`config.mk`:
```
export PLATFORM = sky130hd
export DESIGN_NAME = bkpt_unit
export DESIGN_NICKNAME = d
export VERILOG_FILES = /design/src/rtl/bkpt_pkg.sv /design/src/rtl/bkpt_regs.sv /design/src/rtl/bkpt_match.sv /design/src/rtl/bkpt_unit.sv
export SDC_FILE = /design/constraint.sdc
export NUM_CORES = 1
export LEC_CHECK = 0
export BUFFER_PORTS_ARGS = -buffer_cell sky130_fd_sc_hd__buf_2
export CORE_UTILIZATION = 40
export CTS_CLUSTER_DIAMETER = 60
export DETAILED_ROUTE_END_ITERATION = 6
export PLACE_DENSITY_LB_ADDON = 0.12
export RECOVER_POWER = 50
export SLEW_MARGIN = 40
export SYNTH_ARGS = -nofsm -noshare
export SYNTH_HDL_FRONTEND = slang
export SYNTH_HIERARCHICAL = 1
export SYNTH_SLANG_ARGS = --single-unit
```
`constraint.sdc`:
```
create_clock -name clk -period 5.3 [get_ports clk]
set_input_delay 1.06 -clock clk [delete_from_list [all_inputs] [get_ports clk]]
set_output_delay 1.06 -clock clk [all_outputs]
set_load 0.1 [all_outputs]
```
`src/rtl/bkpt_pkg.sv`:
```
// Shared constants and types for the bus breakpoint comparator.
// Assumes two channels; register map slots derive from that count.
package bkpt_pkg;
    localparam int NUM_CH   = 2;
    localparam int COND_W   = 9;
    localparam int FLAG_W   = 2 * NUM_CH;
    localparam int RADDR_W  = 5;

    // field index within a channel's register slot
    localparam logic [2:0] F_ADDR  = 3'd0;
    localparam logic [2:0] F_AMASK = 3'd1;
    localparam logic [2:0] F_DATA  = 3'd2;
    localparam logic [2:0] F_DMASK = 3'd3;
    localparam logic [2:0] F_COND  = 3'd4;

    localparam logic [RADDR_W-1:0] STATUS_ADDR = RADDR_W'(NUM_CH * 8);

    localparam logic [1:0] MST_CPU = 2'd0;

    // condition word: masters, direction, kind, bus (LSB)
    typedef struct packed {
        logic [2:0] mst;
        logic [1:0] dir;
        logic [1:0] kind;
        logic [1:0] bus;
    } cond_t;
endpackage

```
`src/rtl/bkpt_regs.sv`:
```
// Register file: per-channel compare values, condition words and the
// sticky status flags. Assumes ADDR_W and DATA_W do not exceed 32.
// Hardware sets flags; software clears them by writing zero.
module bkpt_regs
    import bkpt_pkg::*;
#(
    parameter int ADDR_W = 32,
    parameter int DATA_W = 32
) (
    input  logic                             clk,
    input  logic                             rst_n,
    input  logic                             reg_we,
    input  logic [RADDR_W-1:0]               reg_addr,
    input  logic [31:0]                      reg_wdata,
    output logic [31:0]                      reg_rdata,
    input  logic [FLAG_W-1:0]                set_flags,
    output logic [NUM_CH-1:0][ADDR_W-1:0]    addr_q,
    output logic [NUM_CH-1:0][ADDR_W-1:0]    amask_q,
    output logic [NUM_CH-1:0][DATA_W-1:0]    data_q,
    output logic [NUM_CH-1:0][DATA_W-1:0]    dmask_q,
    output logic [NUM_CH-1:0][COND_W-1:0]    cond_q,
    output logic [FLAG_W-1:0]                status_q
);
    logic [1:0] slot;
    logic [2:0] field;
    logic       status_wr;

    assign slot      = reg_addr[4:3];
    assign field     = reg_addr[2:0];
    assign status_wr = reg_we && (reg_addr == STATUS_ADDR);

    // channel register writes
    always_ff @(posedge clk) begin
        if (!rst_n) begin
            addr_q  <= '0;
            amask_q <= '0;
            data_q  <= '0;
            dmask_q <= '0;
            cond_q  <= '0;
        end else if (reg_we) begin
            for (int c = 0; c < NUM_CH; c++) begin
                if (slot == 2'(c)) begin
                    case (field)
                        F_ADDR:  addr_q[c]  <= reg_wdata[ADDR_W-1:0];
                        F_AMASK: amask_q[c] <= reg_wdata[ADDR_W-1:0];
                        F_DATA:  data_q[c]  <= reg_wdata[DATA_W-1:0];
                        F_DMASK: dmask_q[c] <= reg_wdata[DATA_W-1:0];
                        F_COND:  cond_q[c]  <= reg_wdata[COND_W-1:0];
                        default: ;
                    endcase
                end
            end
        end
    end

    // sticky flags: write-zero clears, hardware set wins
    always_ff @(posedge clk) begin
        if (!rst_n)
            status_q <= '0;
        else
            status_q <= (status_wr ? (status_q & reg_wdata[FLAG_W-1:0]) : status_q)
                        | set_flags;
    end

    // read-back multiplexer
    always_comb begin
        reg_rdata = '0;
        if (reg_addr == STATUS_ADDR) begin
            reg_rdata = 32'(status_q);
        end else begin
            for (int c = 0; c < NUM_CH; c++) begin
                if (slot == 2'(c)) begin
                    case (field)
                        F_ADDR:  reg_rdata = 32'(addr_q[c]);
                        F_AMASK: reg_rdata = 32'(amask_q[c]);
                        F_DATA:  reg_rdata = 32'(data_q[c]);
                        F_DMASK: reg_rdata = 32'(dmask_q[c]);
                        F_COND:  reg_rdata = 32'(cond_q[c]);
                        default: reg_rdata = '0;
                    endcase
                end
            end
        end
    end
endmodule

```
`src/rtl/bkpt_match.sv`:
```
// One channel's comparator: masked address/data compare plus the
// condition selectors. Purely combinational; assumes bus_master code 3
// is never a valid system-bus master.
module bkpt_match
    import bkpt_pkg::*;
#(
    parameter int ADDR_W = 32,
    parameter int DATA_W = 32
) (
    input  logic              bus_valid,
    input  logic [ADDR_W-1:0] bus_addr,
    input  logic [DATA_W-1:0] bus_data,
    input  logic              bus_sys,
    input  logic              bus_fetch,
    input  logic              bus_write,
    input  logic [1:0]        bus_master,
    input  logic [ADDR_W-1:0] cmp_addr,
    input  logic [ADDR_W-1:0] cmp_amask,
    input  logic [DATA_W-1:0] cmp_data,
    input  logic [DATA_W-1:0] cmp_dmask,
    input  logic [COND_W-1:0] cond_raw,
    output logic              hit_local,
    output logic              hit_sys
);
    cond_t cond;
    logic  eff_fetch, bus_ok, kind_ok, dir_ok, mst_ok, addr_ok, data_ok, hit;

    assign cond = cond_t'(cond_raw);

    // system-bus fetch counts only when the processor issues it
    assign eff_fetch = bus_fetch && (!bus_sys || bus_master == MST_CPU);

    // selector evaluation
    always_comb begin
        bus_ok  = bus_sys   ? cond.bus[1]  : cond.bus[0];
        kind_ok = eff_fetch ? cond.kind[0] : cond.kind[1];
        dir_ok  = bus_write ? cond.dir[1]  : cond.dir[0];
        case (bus_master)
            2'd0:    mst_ok = cond.mst[0];
            2'd1:    mst_ok = cond.mst[1];
            2'd2:    mst_ok = cond.mst[2];
            default: mst_ok = 1'b0;
        endcase
        if (!bus_sys) mst_ok = 1'b1;
    end

    assign addr_ok = ((bus_addr ^ cmp_addr) & ~cmp_amask) == '0;
    assign data_ok = ((bus_data ^ cmp_data) & ~cmp_dmask) == '0;
    assign hit     = bus_valid && bus_ok && kind_ok && dir_ok && mst_ok
                     && addr_ok && data_ok;

    assign hit_local = hit && !bus_sys;
    assign hit_sys   = hit &&  bus_sys;
endmodule

```
`src/rtl/bkpt_unit.sv`:
```
// Top of the two-channel breakpoint comparator. Channels are generated
// from NUM_CH; any channel hit yields one registered break pulse.
module bkpt_unit
    import bkpt_pkg::*;
#(
    parameter int ADDR_W = 32,
    parameter int DATA_W = 32
) (
    input  logic               clk,
    input  logic               rst_n,
    input  logic               reg_we,
    input  logic [4:0]         reg_addr,
    input  logic [31:0]        reg_wdata,
    output logic [31:0]        reg_rdata,
    input  logic               bus_valid,
    input  logic [ADDR_W-1:0]  bus_addr,
    input  logic [DATA_W-1:0]  bus_data,
    input  logic               bus_sys,
    input  logic               bus_fetch,
    input  logic               bus_write,
    input  logic [1:0]         bus_master,
    output logic               brk_req
);
    logic [NUM_CH-1:0][ADDR_W-1:0] addr_q, amask_q;
    logic [NUM_CH-1:0][DATA_W-1:0] data_q, dmask_q;
    logic [NUM_CH-1:0][COND_W-1:0] cond_q;
    logic [FLAG_W-1:0]             status_q;
    logic [FLAG_W-1:0]             set_flags;
    logic [NUM_CH-1:0]             hit_vec;

    bkpt_regs #(.ADDR_W(ADDR_W), .DATA_W(DATA_W)) u_regs (
        .clk(clk), .rst_n(rst_n), .reg_we(reg_we), .reg_addr(reg_addr),
        .reg_wdata(reg_wdata), .reg_rdata(reg_rdata), .set_flags(set_flags),
        .addr_q(addr_q), .amask_q(amask_q), .data_q(data_q),
        .dmask_q(dmask_q), .cond_q(cond_q), .status_q(status_q)
    );

    for (genvar c = 0; c < NUM_CH; c++) begin : g_ch
        bkpt_match #(.ADDR_W(ADDR_W), .DATA_W(DATA_W)) u_match (
            .bus_valid(bus_valid), .bus_addr(bus_addr), .bus_data(bus_data),
            .bus_sys(bus_sys), .bus_fetch(bus_fetch), .bus_write(bus_write),
            .bus_master(bus_master),
            .cmp_addr(addr_q[c]), .cmp_amask(amask_q[c]),
            .cmp_data(data_q[c]), .cmp_dmask(dmask_q[c]),
            .cond_raw(cond_q[c]),
            .hit_local(set_flags[2*c]), .hit_sys(set_flags[2*c+1])
        );
        assign hit_vec[c] = set_flags[2*c] | set_flags[2*c+1];
    end

    // one merged break pulse per matching cycle
    always_ff @(posedge clk) begin
        if (!rst_n) brk_req <= 1'b0;
        else        brk_req <= |hit_vec;
    end
endmodule

```
==> flow_summary.json, run 1 <==
{
  "synthXorXnorAreaFrac": 0.0747,
  "dpl.hpwl_mm": 41.0,
  "dpl.cell_count": 2285,
  "p_per_area_nw_per_um2": 292,
  "cp-start-kind": "input pin",
  "min_period_ns": 4.80,
  "synthDominantCellAreaShare": 0.372,
  "gp_congestion": 0.908,
  "wl_per_cell_um": 25.5,
  "fp-row-count": 70,
  "leakagePower_nw": 5.65,
  "n_antenna_cell": 0,
  "synth.net_count": 1907,
  "arrival_ns": 5.24,
  "ys_seq_area_frac": 0.372,
  "slew_headroom": -0.737,
  "synth_compound_area_frac": 0.207,
  "instances_no_fill": 2344,
  "ioPinCount": 143,
  "cts.sinks": 279,
  "avgSynthCellArea_um2": 8.35,
  "fin_nets": 1965,
  "cts_buffer_depth": 3,
  "layout_commonest_cell": "nand2_1",
  "area_growth_pct": 13.5,
  "ys_types": 62,
  "finalClockSkew_ns": 0.0115,
  "synthTopCellsByArea": "dfxtp_1, nand2_1, a21boi_0",
  "dpl_worst_slack_ns": 0.632,
  "core-area_um2": 36800,
  "grt_max_degree": 112,
  "dpl-instance-area_um2": 15900,
  "finalCritPeriodShare": 0.906,
  "viasPerCell": 5.82,
  "post_cts_resized": 0,
  "fin_ws_ns": 0.499,
  "synth_top_family_by_area": "compound AO/OA/AOI/OAI gates",
  "layout-drive-gt1-share": 0.143,
  "outcome": "finished, violations left",
  "hold_class": "flop to flop",
  "wirelength_mm": 59.8,
  "cts_root_buf": "clkbuf_16",
  "port_buffers": 142,
  "drv_slew": 81,
  "worstPathCellList": "buf_4, clkbuf_1, nand2_1, nor3_1, clkbuf_1, nand2_1, a21boi_0",
  "path_clk_slew_ns": 0.06,
  "rsz0062_at_grt": "no",
  "cp-end-kind": "flop",
  "netlist_area_um2": 15000,
  "fmax_mhz": 208,
  "critPathMaxFanout": 29,
  "cap_violations": 3,
  "cts_buffers": 35,
  "synthCells": 1797,
  "synth.largest_area_cell": "dfxtp_1",
  "grt_pass1_vias": 12900,
  "async_flop_share": 0,
  "hold_buffers": 0,
  "layout_common_cells": "nand2_1, dfxtp_1, a21boi_0",
  "hold_violations": 0,
  "grt_usage": 0.310,
  "final_core_util": 0.463,
  "dieHeight_um": 196,
  "yosys.area_share.simple": 0.197,
  "top_usage_layer": "met2",
  "grt.overflow.total": 0,
  "die-area_um2": 38300,
  "initial_utilization": 0.408,
  "yosys_warnings": 6,
  "drtIter0Drc": 1529,
  "drt_pass1_iterations": 5,
  "cts_setup_buffers": 0,
  "irDropWorstVdd_uv": 187,
  "yosys-mux-area-fraction": 0.0940,
  "use_met3": 0.0438,
  "antenna_left": 0,
  "worst-slew-pin-transition_ns": 2.61,
  "cts_tree": "done",
  "h-tree-depth": 2,
  "grt_pass1_wl_mm": 87.5,
  "cp_slowest_cell": "clkbuf_1",
  "fin_area_um2": 17000,
  "use_met1": 0.437,
  "worstPathRequired_ns": 5.74,
  "fin_tns_setup_ns": 0,
  "path_class": "input pin to flop",
  "violations": "max-capacitance violations, max-slew violations",
  "die_width_um": 196,
  "fillCellCount": 3664,
  "via_count": 13600,
  "synth_top_flop_cell": "dfxtp_1",
  "synth-edff-count": 0,
  "setup_viol": 0,
  "worst_skew_pair.late_latency_ns": 0.53,
  "drc": 0,
  "antenna_found_initial": 0,
  "synth-adder-area-share": 0,
  "grt_util_met2": 0.480,
  "synth-seq-cells": 279,
  "max_stage_delay_ns": 1.34
}
[Yosys cell counts, drive strengths merged (4+ instances only)]
cell	number
a21boi	260
a21oi	4
a221o	8
a31oi	10
buf	89
clkbuf	66
dfxtp	279
inv	8
mux2i	79
mux4	26
nand2	543
nand2b	9
nand3	7
nand3b	6
nand4	4
nor2	34
nor2b	28
nor3	15
nor4	14
o21ai	39
o221ai	6
o22ai	67
o2bb2ai	14
or2	4
or3	7
xnor2	128
[sequential cells by signal, indices dropped and copies added, names as in the netlist]
name             flops
u_regs/addr_q       64
u_regs/amask_q      64
u_regs/data_q       64
u_regs/dmask_q      64
u_regs/cond_q       18
u_regs/status_q      4
brk_req              1
[worst paths after layout]
path | from | endpoint | slack [ns] | cells past startpoint
worst max-delay path | reg_addr[1] | u_regs/dmask_q[59] | 0.50 | 7
worst min-delay path | u_regs/dmask_q[5] | u_regs/dmask_q[5] | 0.48 | 2
worst max register to register | u_regs/addr_q[38] | brk_req | 2.72 | 6
worst min register to register | u_regs/dmask_q[5] | u_regs/dmask_q[5] | 0.48 | 2
[power breakdown]
group          total [mW]  leakage (nW)  switching (mW)  internal [mW]
clock                2.37         0.550           0.953           1.42
combinational       0.463          2.85           0.296          0.166
sequential           2.13          2.25          0.0158           2.11
total                4.96          5.65            1.27           3.70
[critical path, delay by kind of cell]
kind | cells | cell delay (ns)
compound gates | 1 | 0.24
simple gates | 3 | 1.37
buf+inv | 3 | 2.51
[kinds of logic (layout without fill, tap and decap cells)]
logic type,after synthesis,in the layout
DFF,279,279
AOI/OAI and AO/OA,431,431
muxes,108,108
buffers and inverters,164,243
xor gates and xnor gates,128,128
and+or+nand+nor,687,687
[per-stage QoR]
stage	hold WS, ns	total power [mW]
5_1_grt	0.491	5.10
2_1_floorplan	0.445	2.46
6_report	0.476	4.96
3_3_place_gp	0.458	2.63
3_5_place_dp	0.466	2.63
4_1_cts	0.474	4.99
[layer usage]
layer / part of all wire / up-vias
li1: - / 6254
met1: 0.44 / 6636
met2: 0.44 / 650
met3: 0.084 / 105
met4: 0.037 / 0
met5: 0 / -
[layout make-up]
class | instances | area [um2] | share of cell area
clock inverters | 6 | 66.3 | 0.00390
clock buffers | 52 | 1050 | 0.0618
well taps | 468 | 586 | 0.0344
repair buffers | 176 | 1060 | 0.0625
inverters | 9 | 33.8 | 0.00198
multi-input cells | 1354 | 8640 | 0.507
flip-flops and latches | 279 | 5590 | 0.328
Power figures use the tool's default switching activity.
==> inputs of run 2 (changes only) <==
--- a/config.mk
+++ b/config.mk
@@ -6,7 +6,8 @@
 export NUM_CORES = 1
 export LEC_CHECK = 0
 export BUFFER_PORTS_ARGS = -buffer_cell sky130_fd_sc_hd__buf_2
-export CORE_UTILIZATION = 40
+export CORE_UTILIZATION = 45
+export CTS_BUF_LIST = sky130_fd_sc_hd__clkbuf_4
 export CTS_CLUSTER_DIAMETER = 60
 export DETAILED_ROUTE_END_ITERATION = 6
 export PLACE_DENSITY_LB_ADDON = 0.12
==> run 2 against run 1 <==
The flow still finishes with violations (max-capacitance violations, max-slew violations). Core utilization up 5.0 points. Via count up 2.8%. Die area shrank 11%. Sequential power is essentially flat. Worst setup slack improved by 0.021 ns. Critical path depth is the same. Hold slack got worse by 0.0010 ns. Clock skew up 0.053 ns. Power fell by 6.4%. Maximum frequency increased by 0.43%.
==> flow_summary.json, run 2 (synthesized netlist as in run 1, its figures left out) <==
{
  "post_cts_resized": 0,
  "drtIter0Drc": 1494,
  "gp_congestion": 0.927,
  "critPathMaxFanout": 24,
  "crit_path_start": "reg_addr[2]",
  "ioPinCount": 143,
  "p_per_area_nw_per_um2": 277,
  "drc": 0,
  "die-area_um2": 34100,
  "via_count": 14000,
  "worst-slew-pin-transition_ns": 2.43,
  "irDropWorstVdd_uv": 169,
  "holdPathStages": 2,
  "fin_nets": 2009,
  "cts_root_buf": "clkbuf_4",
  "grt_pass1_wl_mm": 85.4,
  "drv_slew": 88,
  "layout_commonest_cell": "nand2_1",
  "arrival_ns": 3.72,
  "dpl-instance-area_um2": 15800,
  "reg2reg_slack_ns": 2.91,
  "fp-row-count": 66,
  "die_width_um": 185,
  "viasPerCell": 5.85,
  "rsz0062_at_grt": "no",
  "fin_area_um2": 16800,
  "cts_buffer_depth": 3,
  "antenna_found_initial": 2,
  "area_growth_pct": 11.8,
  "cp-end-kind": "output port",
  "hold_class": "flop to flop",
  "hold_buffers": 0,
  "finalClockSkew_ns": 0.0644,
  "grt_usage": 0.342,
  "path_class": "input pin to output port",
  "leakagePower_nw": 5.68,
  "port_buffers": 142,
  "wl_per_cell_um": 24.3,
  "setup_viol": 0,
  "violations": "max-capacitance violations, max-slew violations",
  "dieHeight_um": 185,
  "core-area_um2": 32700,
  "hold_violations": 0,
  "r2r_cells": 6,
  "whs_ns": 0.475,
  "grt_pass1_vias": 13400,
  "cts_tree": "done",
  "layout_common_cells": "nand2_1, dfxtp_1, a21boi_0",
  "cts_buffers": 81,
  "drt_pass1_iterations": 6,
  "outcome": "finished, violations left",
  "cts_setup_buffers": 0,
  "grt.overflow.total": 0,
  "initial_utilization": 0.459,
  "finalCritPeriodShare": 0.902,
  "layout-drive-gt1-share": 0.173,
  "slew_headroom": -0.623,
  "min_period_ns": 4.78,
  "path_clk_slew_ns": 0.06,
  "worstPathRequired_ns": 4.24,
  "grt_max_degree": 163,
  "setup.worst_path.end": "reg_rdata[5]",
  "dpl.hpwl_mm": 39.5,
  "timing.rr.start": "u_regs/data_q[40]",
  "fin_tns_setup_ns": 0,
  "cts.sinks": 279,
  "h-tree-depth": 3,
  "worst_skew_pair.late_latency_ns": 0.73,
  "cap_violations": 4,
  "antenna_left": 0,
  "finalPower_mw": 4.64,
  "cp-start-kind": "input pin",
  "wirelength_mm": 58.3,
  "fmax_mhz": 209,
  "timing.rr.end": "brk_req"
}
-- run 2: cell count changes in the layout (fill, tap and decap cells not counted), moves of 3 or more --
cell       delta
clkbuf_4    +123
clkinv_1     +13
clkbuf_8      -8
buf_12        -3
clkbuf_16    -37
clkbuf_1      -6
a21boi_0     -15
inv_2         +3
a21boi_1     +15
-- run 2: area by class of cell --
cell class | count | area [um2]
well taps | 442 | 553
multi-input cells | 1354 | 8600
diodes | 1 | 2.50
clock inverters | 18 | 98.8
clock buffers | 123 | 923
fillers | 3226 | 15900
flip-flops and latches | 279 | 5590
repair buffers | 174 | 972
inverters | 9 | 33.8
-- run 2: critical path: stages --
cell      delay, ns
clkbuf_1       0.91
clkinv_1       0.18
buf_4          0.30
nor4b_1        0.36
o41ai_1        0.12
a31oi_1        0.29
buf_2          0.49
-- run 2: worst min path at each step --
stage | from | to | slack (ns)
after floorplan | u_regs/dmask_q[36] | u_regs/dmask_q[36] | 0.44
after global routing | u_regs/data_q[39] | u_regs/data_q[39] | 0.50
after detailed placement | u_regs/amask_q[17] | u_regs/amask_q[17] | 0.47
final | u_regs/amask_q[17] | u_regs/amask_q[17] | 0.47
after CTS | u_regs/amask_q[17] | u_regs/amask_q[17] | 0.48
after global placement | u_regs/amask_q[17] | u_regs/amask_q[17] | 0.46
-- run 2: where the power goes --
part           switching, mW  leakage (nW)  total (mW)  internal [mW]
Combinational          0.294          2.82       0.457          0.163
Sequential            0.0162          2.25        2.13           2.11
Clock                  0.958         0.618        2.06           1.10
-- run 2: routing by layer --
layer | wire length, um | global-route usage
met1 | 24800 | 0.464
met2 | 26100 | 0.537
met3 | 5460 | 0.0650
met4 | 1940 | 0.130
met5 | 8 | 0
-- run 2: through the flow --
stage,setup slack (ns),utilization,instances
CTS,0.771,0.514,2398
detailed placement,0.785,0.483,2257
floorplan,0.0666,-,1797
finish,0.519,0.513,2400
global placement,0.815,0.483,2257
global route,0.394,0.513,2400
